$ cat config.mk
export PLATFORM = sky130hd
export DESIGN_NAME = split_dispatch
export DESIGN_NICKNAME = d
export VERILOG_FILES = /design/src/rtl/split_dispatch_pkg.sv /design/src/rtl/split_dispatch_msg_dec.sv /design/src/rtl/split_dispatch_router.sv /design/src/rtl/split_dispatch_arb.sv /design/src/rtl/split_dispatch.sv
export SDC_FILE = /design/constraint.sdc
export NUM_CORES = 1
export LEC_CHECK = 0
export BUFFER_PORTS_ARGS = -buffer_cell sky130_fd_sc_hd__buf_2
export CELL_PAD_IN_SITES_DETAIL_PLACEMENT = 2
export CELL_PAD_IN_SITES_GLOBAL_PLACEMENT = 2
export CORE_UTILIZATION = 20
export CTS_CLUSTER_DIAMETER = 150
export DETAILED_ROUTE_END_ITERATION = 16
export PLACE_DENSITY_LB_ADDON = 0.1
export SETUP_SLACK_MARGIN = 0.4
export SLEW_MARGIN = 5
export SYNTH_ARGS = -nofsm -noshare
export SYNTH_HDL_FRONTEND = slang
export SYNTH_SLANG_ARGS = --single-unit
$ cat constraint.sdc
create_clock -name clk -period 3.52 [get_ports clk]
set_input_delay 0.704 -clock clk [delete_from_list [all_inputs] [get_ports clk]]
set_output_delay 0.704 -clock clk [all_outputs]
set_load 0.1 [all_outputs]
$ cat src/rtl/split_dispatch_pkg.sv
package split_dispatch_pkg;

    // message classes from the next cache level
    typedef enum logic [3:0] {
        MC_DATA_EXCL = 4'd0,
        MC_DATA      = 4'd1,
        MC_ACK       = 4'd2,
        MC_WB_ACK    = 4'd3,
        MC_INV       = 4'd4,
        MC_GETX      = 4'd5,
        MC_UPGRADE   = 4'd6,
        MC_GETS      = 4'd7,
        MC_GETI      = 4'd8
    } msg_class_e;

    // processor request kinds
    typedef enum logic [1:0] {
        RK_LOAD   = 2'd0,
        RK_FETCH  = 2'd1,
        RK_STORE  = 2'd2,
        RK_ATOMIC = 2'd3
    } req_kind_e;

    // events for the line controller
    typedef enum logic [3:0] {
        EV_NONE      = 4'd0,
        EV_LOAD      = 4'd1,
        EV_FETCH     = 4'd2,
        EV_STORE     = 4'd3,
        EV_REPL      = 4'd4,
        EV_DATA_EXCL = 4'd5,
        EV_DATA      = 4'd6,
        EV_ACK       = 4'd7,
        EV_WB_ACK    = 4'd8,
        EV_INV       = 4'd9,
        EV_FWD_GETX  = 4'd10,
        EV_FWD_GETS  = 4'd11,
        EV_FWD_GETI  = 4'd12
    } event_e;

    typedef struct packed {
        logic   legal;
        event_e code;
    } decode_t;

    typedef struct packed {
        logic   valid;
        event_e code;
        logic   instr;
    } ev_head_t;

    function automatic decode_t decode_class(input logic [3:0] cls);
        decode_t d;
        d.legal = 1'b1;
        unique case (cls)
            MC_DATA_EXCL: d.code = EV_DATA_EXCL;
            MC_DATA:      d.code = EV_DATA;
            MC_ACK:       d.code = EV_ACK;
            MC_WB_ACK:    d.code = EV_WB_ACK;
            MC_INV:       d.code = EV_INV;
            MC_GETX,
            MC_UPGRADE:   d.code = EV_FWD_GETX;
            MC_GETS:      d.code = EV_FWD_GETS;
            MC_GETI:      d.code = EV_FWD_GETI;
            default: begin
                d.legal = 1'b0;
                d.code  = EV_NONE;
            end
        endcase
        return d;
    endfunction

    function automatic event_e kind_event(input logic [1:0] kind);
        event_e e;
        unique case (kind)
            RK_LOAD:  e = EV_LOAD;
            RK_FETCH: e = EV_FETCH;
            default:  e = EV_STORE;
        endcase
        return e;
    endfunction

endpackage

$ cat src/rtl/split_dispatch_msg_dec.sv
module split_dispatch_msg_dec
    import split_dispatch_pkg::*;
(
    input  logic [3:0] cls,
    output logic       legal,
    output event_e     code
);
    decode_t dec;

    always_comb begin
        dec   = decode_class(cls);
        legal = dec.legal;
        code  = dec.code;
    end
endmodule

$ cat src/rtl/split_dispatch_router.sv
module split_dispatch_router
    import split_dispatch_pkg::*;
#(
    parameter int AW = 16
) (
    input  logic [1:0]    kind,
    input  logic [AW-1:0] addr,
    input  logic          ia_hit,
    input  logic          da_hit,
    input  logic          ia_room,
    input  logic          da_room,
    input  logic [AW-1:0] ia_victim,
    input  logic [AW-1:0] da_victim,
    output logic          proceed,
    output event_e        code,
    output logic [AW-1:0] out_addr,
    output logic          instr
);
    logic          is_fetch;
    logic          own_hit;
    logic          other_hit;
    logic          own_room;
    logic [AW-1:0] own_victim;

    always_comb begin
        is_fetch   = (kind == RK_FETCH);
        own_hit    = is_fetch ? ia_hit    : da_hit;
        other_hit  = is_fetch ? da_hit    : ia_hit;
        own_room   = is_fetch ? ia_room   : da_room;
        own_victim = is_fetch ? ia_victim : da_victim;

        if (other_hit) begin
            // evict from the opposite array first
            proceed  = 1'b0;
            code     = EV_REPL;
            out_addr = addr;
            instr    = ~is_fetch;
        end else if (own_hit || own_room) begin
            proceed  = 1'b1;
            code     = kind_event(kind);
            out_addr = addr;
            instr    = is_fetch;
        end else begin
            // set full: evict the array's victim
            proceed  = 1'b0;
            code     = EV_REPL;
            out_addr = own_victim;
            instr    = is_fetch;
        end
    end
endmodule

$ cat src/rtl/split_dispatch_arb.sv
module split_dispatch_arb
    import split_dispatch_pkg::*;
#(
    parameter int AW = 16
) (
    input  logic          clk,
    input  logic          rst,
    input  logic          msg_valid,
    input  logic          msg_legal,
    input  event_e        msg_code,
    input  logic [AW-1:0] msg_addr,
    input  logic          req_valid,
    input  logic          stalled,
    input  logic          rt_proceed,
    input  event_e        rt_code,
    input  logic [AW-1:0] rt_addr,
    input  logic          rt_instr,
    output logic          msg_take,
    output logic          req_take,
    output ev_head_t      ev_q,
    output logic [AW-1:0] ev_addr_q,
    output logic          err_q
);
    ev_head_t      ev_d;
    logic [AW-1:0] addr_d;
    logic          req_go;

    always_comb begin
        ev_d   = '{valid: 1'b0, code: EV_NONE, instr: 1'b0};
        addr_d = '0;
        req_go = req_valid && !msg_valid && !stalled;
        if (msg_valid) begin
            ev_d.valid = msg_legal;
            ev_d.code  = msg_legal ? msg_code : EV_NONE;
            addr_d     = msg_addr;
        end else if (req_go) begin
            ev_d.valid = 1'b1;
            ev_d.code  = rt_code;
            ev_d.instr = rt_instr;
            addr_d     = rt_addr;
        end
        msg_take = msg_valid;
        req_take = req_go && rt_proceed;
    end

    always_ff @(posedge clk) begin
        if (rst) begin
            ev_q      <= '{valid: 1'b0, code: EV_NONE, instr: 1'b0};
            ev_addr_q <= '0;
            err_q     <= 1'b0;
        end else begin
            ev_q      <= ev_d;
            ev_addr_q <= addr_d;
            if (msg_valid && !msg_legal)
                err_q <= 1'b1;
        end
    end
endmodule

$ cat src/rtl/split_dispatch.sv
module split_dispatch
    import split_dispatch_pkg::*;
#(
    parameter int AW = 16
) (
    input  logic          clk,
    input  logic          rst,
    input  logic          msg_valid,
    input  logic [3:0]    msg_class,
    input  logic [AW-1:0] msg_addr,
    output logic          msg_take,
    input  logic          req_valid,
    input  logic [1:0]    req_kind,
    input  logic [AW-1:0] req_addr,
    output logic          req_take,
    input  logic          ia_hit,
    input  logic          da_hit,
    input  logic          ia_room,
    input  logic          da_room,
    input  logic [AW-1:0] ia_victim,
    input  logic [AW-1:0] da_victim,
    input  logic          line_stalled,
    output logic          ev_valid,
    output logic [3:0]    ev_code,
    output logic [AW-1:0] ev_addr,
    output logic          ev_instr,
    output logic          err_flag
);
    logic          m_legal;
    event_e        m_code;
    logic          r_proceed;
    event_e        r_code;
    logic [AW-1:0] r_addr;
    logic          r_instr;
    ev_head_t      head;

    split_dispatch_msg_dec u_dec (
        .cls   (msg_class),
        .legal (m_legal),
        .code  (m_code)
    );

    split_dispatch_router #(.AW(AW)) u_route (
        .kind      (req_kind),
        .addr      (req_addr),
        .ia_hit    (ia_hit),
        .da_hit    (da_hit),
        .ia_room   (ia_room),
        .da_room   (da_room),
        .ia_victim (ia_victim),
        .da_victim (da_victim),
        .proceed   (r_proceed),
        .code      (r_code),
        .out_addr  (r_addr),
        .instr     (r_instr)
    );

    split_dispatch_arb #(.AW(AW)) u_arb (
        .clk        (clk),
        .rst        (rst),
        .msg_valid  (msg_valid),
        .msg_legal  (m_legal),
        .msg_code   (m_code),
        .msg_addr   (msg_addr),
        .req_valid  (req_valid),
        .stalled    (line_stalled),
        .rt_proceed (r_proceed),
        .rt_code    (r_code),
        .rt_addr    (r_addr),
        .rt_instr   (r_instr),
        .msg_take   (msg_take),
        .req_take   (req_take),
        .ev_q       (head),
        .ev_addr_q  (ev_addr),
        .err_q      (err_flag)
    );

    assign ev_valid = head.valid;
    assign ev_code  = head.code;
    assign ev_instr = head.instr;
endmodule

==> run summary <==
status: finished clean
leak pwr: 0.000854 uW
CTS-repair resized insts: 0
Least-Margin Pin Slew: 825 ps
area leader, netlist: dfxtp_1
post-synth cell types: 31
Synth async-reset ratio: 0%
die height: 78.1 um
# Max-Cap Violations: 0
Vias: 1354
CTS tree: done
FMAX: 357 MHz
CP required: 2820 ps
Initial Utilization: 20.9%
initial antenna violation count: 0
Mapped Area: 1160 um2
final setup fails: 0
Power Total: 683 uW
net count after synthesis: 195
Clock Tree Buf Depth: 2
final setup margin: 723 ps
vias in the first global route: 1466
gp weighted congestion: 0.729
WS Path Type: input pin to output pin
most frequent cell after synthesis: dfxtp_1
Via-to-Cell Ratio: 4.67
post-route clock period utilization: 79.5%
crit-path most repeated cell: buf_2
I/O pins: 104
antenna-violating nets left: 0
startpoint types: input pin
Arr. time, crit path: 2090 ps
Num CTS Buffers: 3
Slew HR: 45.0%
dpl ws: 710 ps
drt initial violations: 15
slowest cell on the critical path: buf_2
core region area: 5540 um2
Post-DP HPWL: 3.70 mm
root buf cell: clkbuf_8
Mapped Cells: 116
largest net degree at the start of global routing: 19
# diodes: 0
Nets: 298
global-route wire length before repair: 7.01 mm
Min-Delay Path Class: flip-flop to flip-flop
Synth Register Bits: 23
design area: 1780 um2
DR WL/cell: 15.9 um
Post-synth EDFFs: 0
share of the synthesized area in the top cell type: 39.7%
P&R area growth vs syn: 53.6%
postcts setup bufs: 0
fillers: 665
Post-Route WL: 4.62 mm
Seq/Total Area, Yosys: 39.7%
fin crit period: 2800 ps
final hold viol count: 0
total grt overflow: 0
Crit Path Max Fanout: 8
power per cell area: 384 nW/um2
RSZ-0062 raised after global routing: false
Worst VDD drop: 120 uV
max incr delay on CP: 420 ps
die area: 6100 um2
TNS Setup: 0 ps
critical path cell sequence: buf_2 -> nor2b_2 -> or3_1 -> o21a_1 -> nor2_2 -> buf_2
syn avg cell area: 9.99 um2
row cnt: 27
drt first pass iters: 4
yosys warns: 0
insertion delay to the later sink of the worst-skew pair: 260 ps
kind of end point of the critical path: output pin
synth top area cells: dfxtp_1 (40%), mux2i_1 (14%), a32oi_1 (12%), o21ai_2 (7.6%), o21ai_0 (4.8%)
top_reg_cell synth: dfxtp_1
Die W: 78.1 um
most frequent cells after synthesis: dfxtp_1 (23), a32oi_1 (16), mux2i_1 (16)
Post-DP Area: 1730 um2
Port Buf Inserts: 103
clk sinks: 23
H-tree levels: 1
Residual DRC: 0
CTS clk-pin slew, worst paths: 90 ps
gr usage total: 15.1%
max-slew violations: 0
hold_buf cts: 0
share of layout cells above drive strength 1: 57.3%
skew final: 0 ps
## placed cells by master (no fill, tap or decap), drive strengths merged
cell type,Yosys,routed
nor2,9,9
nand3b,1,1
xor2,1,1
o22ai,1,1
o21a,1,1
o31a,1,1
o2bb2ai,1,1
a21oi,2,2
nand2,2,2
a32oi,16,16
mux2i,16,16
dfxtp,23,23
a32o,1,1
a211oi,2,2
nor2b,2,2
or3,1,1
or3b,1,1
inv,1,1
o21ai,21,21
clkbuf,2,4
buf,7,107
or2b,1,1
o211ai,1,1
or2,2,2
## report_power, final
| group | switching, uW | total [uW] | leakage (uW) | internal, uW |
|---|---|---|---|---|
| registers | 3.53 | 278 | 0.000189 | 274 |
| clock network | 88.6 | 169 | 0.0000228 | 80.9 |
| logic | 169 | 236 | 0.000642 | 66.7 |
| total | 261 | 683 | 0.000854 | 422 |
## worst paths after layout
path | start | endpoint | slack [ps] | depth (start not counted)
worst max-delay path | req_kind[0] | req_take | 720 | 6
worst min-delay path | u_arb.err_q | u_arb.err_q | 470 | 2
worst max register to register | u_arb.err_q | u_arb.err_q | 2950 | 2
worst min register to register | u_arb.err_q | u_arb.err_q | 470 | 2
## metal layers
| metal | GRT usage, % | part of all wire (%) |
|---|---|---|
| met1 | 15.5 | 37 |
| met2 | 29.9 | 55 |
| met3 | 3.60 | 7.7 |
| met4 | 4.44 | 0.54 |
| met5 | 0 | 0 |
## stage by stage
step / std cells / util (%) / hold WS, ps
2_1_floorplan: 116 / - / 776
3_3_place_gp: 286 / 31.3 / 453
3_5_place_dp: 286 / 31.3 / 455
4_1_cts: 290 / 32.1 / 481
5_1_grt: 290 / 32.1 / 543
6_report: 290 / 32.1 / 474
## registers in the layout (all words and copies together) (netlist names)
| signal | count |
|---|---|
| u_arb.err_q | 1 |
| u_arb.ev_addr_q | 16 |
| u_arb.ev_q | 6 |
## kinds of logic after synthesis
logic type | Yosys count | synth area share (%)
compound gates | 47 | 30.8
xor+xnor | 1 | 0.756
buf+inv | 10 | 5.94
flops | 23 | 39.7
mux | 16 | 13.8
simple gates | 19 | 8.97
## worst max-delay path, delay by kind of cell
kind                   cells  cell delay, ps
AND/OR/NAND/NOR            3             690
buffers and inverters      2             530
AO/OA/AOI/OAI              1             160
## area by class of cell
| class | instances | area [um2] | area share, % |
|---|---|---|---|
| multi-input cells | 83 | 634 | 35.7 |
| flip-flops and latches | 23 | 460 | 25.9 |
| clock buffers | 4 | 45.0 | 2.53 |
| well taps | 72 | 90.1 | 5.06 |
| repair buffers | 107 | 546 | 30.7 |
| inverters | 1 | 3.75 | 0.211 |
Note: power is estimated with default switching activity, not from simulation.
